File: src/rtl/xirq_pkg.sv
package xirq_pkg;
    localparam int NUM_PINS   = 6;
    localparam int NUM_LINES  = 6;
    localparam int REG_W      = 8;
    localparam int LINE_A     = 4;
    localparam int LINE_B     = 5;
    localparam int NUM_SHARED = NUM_LINES - LINE_A;
    localparam int PICK_A_BIT = 0;
    localparam int PICK_B_BIT = 3;
    localparam int SYNC_DEPTH = 2;

    typedef struct packed {
        logic                b_ext;
        logic                a_ext;
        logic [NUM_PINS-1:0] dual;
    } cause_t;

    typedef enum logic [1:0] {
        SRC_PIN  = 2'd0,
        SRC_PER0 = 2'd1,
        SRC_PER1 = 2'd2
    } src_e;

    function automatic src_e shared_src(input logic ext, input logic pick);
        if (ext)       return SRC_PIN;
        else if (pick) return SRC_PER1;
        else           return SRC_PER0;
    endfunction

    function automatic logic edge_hit(input logic cur, input logic prev,
                                      input logic pol, input logic dual);
        if (dual)     return cur ^ prev;
        else if (pol) return cur & ~prev;
        else          return ~cur & prev;
    endfunction
endpackage

File: src/rtl/xirq_sync.sv
module xirq_sync #(
    parameter int WIDTH  = 6,
    parameter int STAGES = 2
) (
    input  logic             clk,
    input  logic             rst,
    input  logic [WIDTH-1:0] d,
    output logic [WIDTH-1:0] q
);
    logic [WIDTH-1:0] stg [STAGES];

    always_ff @(posedge clk) begin
        if (rst) begin
            for (int i = 0; i < STAGES; i++) stg[i] <= '0;
        end else begin
            stg[0] <= d;
            for (int i = 1; i < STAGES; i++) stg[i] <= stg[i-1];
        end
    end

    assign q = stg[STAGES-1];
endmodule

File: src/rtl/xirq_cfg.sv
module xirq_cfg
    import xirq_pkg::*;
(
    input  logic             clk,
    input  logic             rst,
    input  logic             sel_we,
    input  logic [REG_W-1:0] sel_wdata,
    input  logic             pick_we,
    input  logic [REG_W-1:0] pick_wdata,
    output cause_t           cause,
    output logic [REG_W-1:0] pick_q
);
    always_ff @(posedge clk) begin
        if (rst) begin
            cause  <= '0;
            pick_q <= '0;
        end else begin
            if (sel_we)  cause  <= cause_t'(sel_wdata);
            if (pick_we) pick_q <= pick_wdata;
        end
    end
endmodule

File: src/rtl/xirq_edge.sv
module xirq_edge
    import xirq_pkg::*;
#(
    parameter src_e ROUTE_RST = SRC_PIN
) (
    input  logic clk,
    input  logic rst,
    input  logic cur,
    input  src_e route,
    input  logic dual,
    input  logic pol,
    input  logic clr,
    output logic req
);
    logic prev_q;
    src_e route_q;
    logic hit;

    // a route change reloads history without reporting an edge
    always_comb hit = (route == route_q) && edge_hit(cur, prev_q, pol, dual);

    always_ff @(posedge clk) begin
        if (rst) begin
            prev_q  <= 1'b0;
            route_q <= ROUTE_RST;
            req     <= 1'b0;
        end else begin
            prev_q  <= cur;
            route_q <= route;
            req     <= (req & ~clr) | hit;
        end
    end
endmodule

File: src/rtl/xirq_route.sv
module xirq_route
    import xirq_pkg::*;
(
    input  logic                 clk,
    input  logic                 rst,
    input  logic [NUM_PINS-1:0]  pin_i,
    input  logic                 txdone_i,
    input  logic                 ser3_i,
    input  logic                 rxdone_i,
    input  logic                 ser4_i,
    input  logic [NUM_LINES-1:0] pol_i,
    input  logic [NUM_LINES-1:0] clr_i,
    input  logic                 sel_we,
    input  logic [REG_W-1:0]     sel_wdata,
    output logic [REG_W-1:0]     sel_rdata,
    input  logic                 pick_we,
    input  logic [REG_W-1:0]     pick_wdata,
    output logic [REG_W-1:0]     pick_rdata,
    output logic [NUM_LINES-1:0] req_o
);
    cause_t                cause;
    logic [REG_W-1:0]      pick_q;
    logic [NUM_PINS-1:0]   pin_s;
    logic [NUM_SHARED-1:0] sh_ext, sh_pick, sh_per0, sh_per1;

    xirq_cfg u_cfg (
        .clk        (clk),
        .rst        (rst),
        .sel_we     (sel_we),
        .sel_wdata  (sel_wdata),
        .pick_we    (pick_we),
        .pick_wdata (pick_wdata),
        .cause      (cause),
        .pick_q     (pick_q)
    );

    xirq_sync #(.WIDTH(NUM_PINS), .STAGES(SYNC_DEPTH)) u_sync (
        .clk (clk),
        .rst (rst),
        .d   (pin_i),
        .q   (pin_s)
    );

    assign sel_rdata  = cause;
    assign pick_rdata = pick_q;
    assign sh_ext     = {cause.b_ext, cause.a_ext};
    assign sh_pick    = {pick_q[PICK_B_BIT], pick_q[PICK_A_BIT]};
    assign sh_per0    = {rxdone_i, txdone_i};
    assign sh_per1    = {ser4_i, ser3_i};

    for (genvar k = 0; k < NUM_LINES; k++) begin : g_line
        src_e rt;
        logic cur;
        logic dual_eff;

        if (k >= LINE_A) begin : g_shared
            localparam int J = k - LINE_A;
            always_comb begin
                rt = shared_src(sh_ext[J], sh_pick[J]);
                case (rt)
                    SRC_PIN:  cur = pin_s[k];
                    SRC_PER1: cur = sh_per1[J];
                    default:  cur = sh_per0[J];
                endcase
                // peripheral sources are single-edge only
                dual_eff = (rt == SRC_PIN) & cause.dual[k];
            end
        end else begin : g_direct
            always_comb begin
                rt       = SRC_PIN;
                cur      = pin_s[k];
                dual_eff = cause.dual[k];
            end
        end

        xirq_edge #(.ROUTE_RST(src_e'((k >= LINE_A) ? SRC_PER0 : SRC_PIN))) u_edge (
            .clk   (clk),
            .rst   (rst),
            .cur   (cur),
            .route (rt),
            .dual  (dual_eff),
            .pol   (pol_i[k]),
            .clr   (clr_i[k]),
            .req   (req_o[k])
        );
    end
endmodule

File: config.mk
export PLATFORM = sky130hd
export DESIGN_NAME = xirq_route
export DESIGN_NICKNAME = d
export VERILOG_FILES = /design/src/rtl/xirq_pkg.sv /design/src/rtl/xirq_sync.sv /design/src/rtl/xirq_cfg.sv /design/src/rtl/xirq_edge.sv /design/src/rtl/xirq_route.sv
export SDC_FILE = /design/constraint.sdc
export NUM_CORES = 1
export LEC_CHECK = 0
export BUFFER_PORTS_ARGS = -buffer_cell sky130_fd_sc_hd__buf_4
export CAP_MARGIN = 15
export CORE_MARGIN = 3
export CORE_UTILIZATION = 45
export CTS_CLUSTER_SIZE = 40
export DETAILED_ROUTE_END_ITERATION = 8
export PLACE_DENSITY = 0.83
export SLEW_MARGIN = 5
export SYNTH_ARGS = -nofsm -noshare
export SYNTH_HDL_FRONTEND = slang
export SYNTH_HIERARCHICAL = 1
export SYNTH_SLANG_ARGS = --single-unit
File: constraint.sdc
create_clock -name clk -period 3.5 [get_ports clk]
set_input_delay 0.525 -clock clk [delete_from_list [all_inputs] [get_ports clk]]
set_output_delay 0.525 -clock clk [all_outputs]
set_load 0.01 [all_outputs]
Yosys cells after proc, flatten, opt, wreduce, memory -nomap -nowiden
Memory sizes are Yosys's and may differ from the RTL's.
Index checks and enable logic that the tools add are counted.
W data, S select, Z words.
{"block": "totals", "ff_bits": 32, "mem_bits_rw": 12, "in_bits": 42, "output_inout_bits": 22, "elab_cells": 102, "n_memories": 1}
{"memory": "u_sync.stg", "depth": 2, "width": 6, "read_ports": 2, "rd_ports_with_merged_regs": 0, "write_ports": 2, "line_no": "xirq_sync.sv:10", "rtl": "logic [WIDTH-1:0] stg [STAGES];"}
{"block": "op_classes", "eq_ne": 4, "n_mux": 23, "n_bitwise": 52, "n_reduce_logical": 4}
{"operator": "$and A1 B1 Y1", "n": 20}
{"operator": "$not A1 Y1", "n": 18}
{"operator": "$mux W1", "n": 15}
{"operator": "$mux W6", "n": 2}
{"operator": "$mux W2", "n": 4}
{"operator": "$or A1 B1 Y1", "n": 8}
{"operator": "$xor A1 B1 Y1", "n": 6}
{"operator": "$eq A2 B2 Y1", "n": 2}
{"operator": "$eq A2 B2 Y1 const B", "n": 2}
{"operator": "$logic_not A2 Y1", "n": 2}
{"operator": "$pmux W1 S2", "n": 2}
{"operator": "$logic_and A1 B1 Y1", "n": 2}

Longest topological paths before layout
{"block": "logic_depth", "word_depth": 10, "ltp_mapped": 8, "depth_no_buf": 7}

By module
Netlist, hierarchy kept.
{"mod": "xirq_edge", "n_inst": 6, "cells_per_inst": 20, "area_per_inst_um2": 191.4, "seq_area_each_um2": 80.1}
{"mod": "xirq_cfg", "n_inst": 1, "cells_per_inst": 52, "area_per_inst_um2": 579.3, "seq_area_each_um2": 320.3}
{"mod": "xirq_sync", "n_inst": 1, "cells_per_inst": 31, "area_per_inst_um2": 411.6, "seq_area_each_um2": 240.2}
{"mod": "xirq_route", "n_inst": 1, "cells_per_inst": 13, "area_per_inst_um2": 73.8, "seq_area_each_um2": 0.0}

Worst setup path before layout
No wires, ideal clock.
{"block": "synth_timing", "path_type": "input -> register", "startpoint": "in ser3_i", "endpoint": "reg g_line[4].u_edge.req", "setup_time_ns": 0.069, "arrival_time_ns": 1.354, "required_ns": 3.431, "path_slack_ns": 2.077, "cell_stages": 7, "path_buffers": 0, "cell_sequence": "mux2i_1 o21ai_1 inv_1 ha_1 a21oi_2 nand3_1 o21ai_1"}
{"block": "synth_between", "elab_chain_len": 7, "word_cells_on_any_way": 9, "classes_between": "mux (3); bitwise (5); reduce/logical (1)"}
{"element": "start, declared", "line_no": "xirq_route.sv:8", "rtl": "input logic ser3_i,"}
{"element": "$pmux W1 S2 (*)", "line_no": "xirq_route.sv:60", "rtl": "case (rt)"}
{"element": "net g_line[4].cur", "line_no": "xirq_route.sv:53", "rtl": "logic cur;"}
{"element": "$not A1 Y1", "line_no": "xirq_pkg.sv:34", "rtl": "else return ~cur & prev;"}
{"element": "$and A1 B1 Y1", "line_no": "xirq_pkg.sv:34"}
{"element": "$mux W1", "line_no": "xirq_pkg.sv:33", "rtl": "else if (pol) return cur & ~prev;"}
{"element": "$mux W1 (*)", "line_no": "xirq_pkg.sv:32", "rtl": "if (dual) return cur ^ prev;"}
{"element": "$logic_and A1 B1 Y1 (*)", "line_no": "xirq_edge.sv:20", "rtl": "always_comb hit = (route == route_q) && edge_hit(cur, prev_q, pol, dual);"}
{"element": "$or A1 B1 Y1 (*)", "line_no": "xirq_edge.sv:30", "rtl": "req <= (req & ~clr) | hit;"}
{"element": "end signal, assigned", "line_no": "xirq_edge.sv:30"}
{"element": "end, declared", "line_no": "xirq_edge.sv:13", "rtl": "output logic req"}
The timed path passes the listed nets; every way through them passes the cells marked *.
A chain may end at the register's enable or synchronous reset.

Worst setup path after layout
{"block": "layout_timing", "startpoint": "reg u_cfg.pick_q[3]", "endpoint": "reg g_line[5].u_edge.req"}
{"block": "layout_between", "elab_chain_len": 10, "word_cells_on_any_way": 15, "classes_between": "eq/ne (2); mux (5); bitwise (6); reduce/logical (2)"}
{"element": "start, declared", "line_no": "xirq_cfg.sv:11", "rtl": "output logic [REG_W-1:0] pick_q"}
{"element": "start signal, assigned", "line_no": "xirq_cfg.sv:19", "rtl": "if (pick_we) pick_q <= pick_wdata;"}
{"element": "$mux W2 (*)", "line_no": "xirq_pkg.sv:26", "rtl": "else if (pick) return SRC_PER1;"}
{"element": "$mux W2 (*)", "line_no": "xirq_pkg.sv:25", "rtl": "if (ext) return SRC_PIN;"}
{"element": "$eq A2 B2 Y1 or $logic_not A2 Y1 (tied branches)", "line_no": "xirq_route.sv:60"}
{"element": "$pmux W1 S2 (*)", "line_no": "xirq_route.sv:60"}
{"element": "net g_line[5].cur", "line_no": "xirq_route.sv:53"}
{"element": "$not A1 Y1", "line_no": "xirq_pkg.sv:34"}
{"element": "$and A1 B1 Y1", "line_no": "xirq_pkg.sv:34"}
{"element": "$mux W1", "line_no": "xirq_pkg.sv:33"}
{"element": "$mux W1 (*)", "line_no": "xirq_pkg.sv:32"}
{"element": "$logic_and A1 B1 Y1 (*)", "line_no": "xirq_edge.sv:20"}
{"element": "$or A1 B1 Y1 (*)", "line_no": "xirq_edge.sv:30"}
{"element": "end signal, assigned", "line_no": "xirq_edge.sv:30"}
{"element": "end, declared", "line_no": "xirq_edge.sv:13"}
Marked as above.

==> results.tsv <==
stage	metric	value	unit
run_status	status	completed	
timing	worst_pin_slew	0.683	ns
timing	clock_skew	0.00355	ns
grt	antenna_found_initial	0	
timing	min_period	1.47	ns
grt	grt_pass1_vias	1510	
layout	area_growth	26.8	%
floorplanning	dieArea	5800	um^2
worst_setup_path	crit_fanout	5	
clocking	clkTransAtPathRegs	0.08	ns
logic_synthesis	ys_ff_latch	52	
grt	grt_pass1_wl	6470	um
logic_synthesis	yosysSeqAreaShare	47.0	%
flow_run	maxCapViolations	0	
worst_setup_path	required	3.73	ns
timing	setup_ws	2.03	ns
clocking	htree_levels	2	
power	vdd_ir_drop_max	240	uV
placement	port_buffers	63	
clocking	clockRootBuffer	clkbuf_8	
floorplanning	die_h	76.1	um
logic_synthesis	syn_inst	216	
timing	fmax	0.682	GHz
grt	grt_max_degree	59	
drt	final_antenna_net_count	0	
layout	design_area	2810	um^2
placement	hpwl	2770	um
worst_setup_path	r2r_cells	7	
power	leakage	1.27	nW
placement	placed_area	2730	um^2
floorplanning	initial_core_util	48.8	%
timing	setup_tns	0	ns
drt	drt_first_pass_iters	4	
clocking	postCtsSetupRepairBufs	0	
clocking	insertion_delay	0.29	ns
layout	fill_cells	411	
worst_setup_path	critPathArrivalTime	1.70	ns
timing	period_share	41.9	%
grt	grt.overflow.total	0	
timing	rsz0062_at_grt	no	
timing	max_slew_margin	54.4	%
logic_synthesis	ys_warn_count	6	
floorplanning	core	4530	um^2
drt	drc	0	
power	power.density	399	nW/um^2
floorplanning	fp.dieW	76.1	um
clocking	ctsHoldBuffers	0	
layout	n_antenna_cell	0	
drt	drt_iter0_drc	48	
clocking	cts_resized	0	
placement	dpl_worst_slack	1.88	ns
drt	vias	1550	
timing	setup_viol	0	
min_path	holdCritPathClass	input port to register	
worst_setup_path	worstSetupStartpointType	register	
clocking	ctsLongestPathBuffers	2	
drt	via_per_inst	4.37	
clocking	cts_tree	done	
floorplanning	rows	24	
placement	gp_congestion	0.789	
logic_synthesis	ys_types	21	
timing	finalHoldViolCount	0	
clocking	cts_sinks	52	
clocking	cts_buffers	5	
floorplanning	num_io_pins	64	
drt	wirelength	3730	um
grt	grt_usage	13.4	%
worst_setup_path	criticalPathCategory	register to register	
min_path	holdPathStages	2	
layout	drive_gt1_share	32.8	%
worst_setup_path	worst_setup_path_end_kind	register	
logic_synthesis	synth_area	2210	um^2
logic_synthesis	avgSynthCellArea	10.2	um^2
drt	wl_per_cell	10.5	um
layout	nets	344	
timing	maxSlewViolCount	0	
[cells by family after synthesis]
| logic type | synth area share (%) |
|---|---|
| xor+xnor | 4.75 |
| fa+ha+maj | 6.78 |
| other cells | 0.169 |
| buf+inv | 6.33 |
| compound gates | 7.57 |
| mux | 8.14 |
| simple gates | 19.2 |
| flops | 47.0 |
[power by group]
part	switching [mW]	internal [mW]	total [mW]
registers	0.0188	0.622	0.641
logic	0.0706	0.0966	0.167
clock network	0.175	0.136	0.311
total	0.265	0.855	1.12
[placed cells by master (no fill, tap or decap), drive strengths merged]
master   n
clkinv   1
xnor2   12
and2     2
nor2b   28
buf     63
nor2    30
o21ai    8
mux2i   18
dfxtp   52
conb    16
clkbuf   6
nand2    8
nand3    6
a211oi   6
or2      2
a21oi    6
ha      12
inv     12
and2b    2
[path summary, 6_finish.rpt]
path	start	end	slack [ns]
setup / recovery	u_cfg/pick_q[3]	g_line[5].u_edge/req	2.03
hold reg to reg	u_sync/stg[0][1]	u_sync/stg[0][7]	0.44
setup reg to reg	u_cfg/pick_q[3]	g_line[5].u_edge/req	2.03
hold / removal	pin_i[2]	u_sync/stg[0][2]	0.44
[cells in the mapped netlist]
library cell   n  area [um^2]
a211oi_2       6         75.1
a21oi_2        6         52.6
and2_1         2         12.5
and2b_2        2         17.5
buf_4          6         45.0
buf_6          4         45.0
clkbuf_2       1         5.00
conb_1         1         3.75
dfxtp_1       52         1040
ha_1          12          150
inv_1         12         45.0
mux2i_1       18          180
nand2_1        8         30.0
nand3_1        6         30.0
nor2_1        30          113
nor2b_1       18          113
nor2b_2        8         70.1
nor2b_4        2         27.5
o21ai_1        8         40.0
or2_2          2         12.5
xnor2_1       12          105
[critical path, cell delays in order (launching register included)]
cell and delay [ns]:
dfxtp_1 0.43, mux2i_1 0.11, o21ai_1 0.18, inv_1 0.08
ha_1 0.30, a21oi_2 0.11, nand3_1 0.08, o21ai_1 0.11
[registers in the layout, indices dropped and copies added, names as in the netlist]
name                   count
g_line.u_edge/prev_q       6
g_line.u_edge/req          6
g_line.u_edge/route_q     12
u_cfg/cause                8
u_cfg/pick_q               8
u_sync/stg                12
[layer usage]
layer	global-route usage, %	vias up	part of all wire (%)
li1	-	816	-
met1	16.1	693	44
met2	23.5	37	51
met3	2.84	4	4.1
met4	4.89	0	1.0
met5	0	-	0
[cell type report]
class                   count  area (um^2)  share of cell area [%]
multi-input cells         156         1090                    38.8
clock buffers               6         72.6                    2.59
repair buffers             63          473                    16.9
flip-flops and latches     52         1040                    37.1
well taps                  65         81.3                    2.90
inverters                  12         45.0                    1.60
clock inverters             1         5.00                   0.178
[stage by stage]
stage | utilization (%) | hold slack, ns | instances | power [mW]
2_1_floorplan | - | 0.415 | 231 | 0.754
3_3_place_gp | 60.2 | 0.419 | 348 | 0.820
3_5_place_dp | 60.2 | 0.422 | 348 | 0.825
4_1_cts | 61.9 | 0.431 | 355 | 1.14
5_1_grt | 61.9 | 0.428 | 355 | 1.18
6_report | 61.9 | 0.440 | 355 | 1.12
Power figures use the tool's default switching activity.
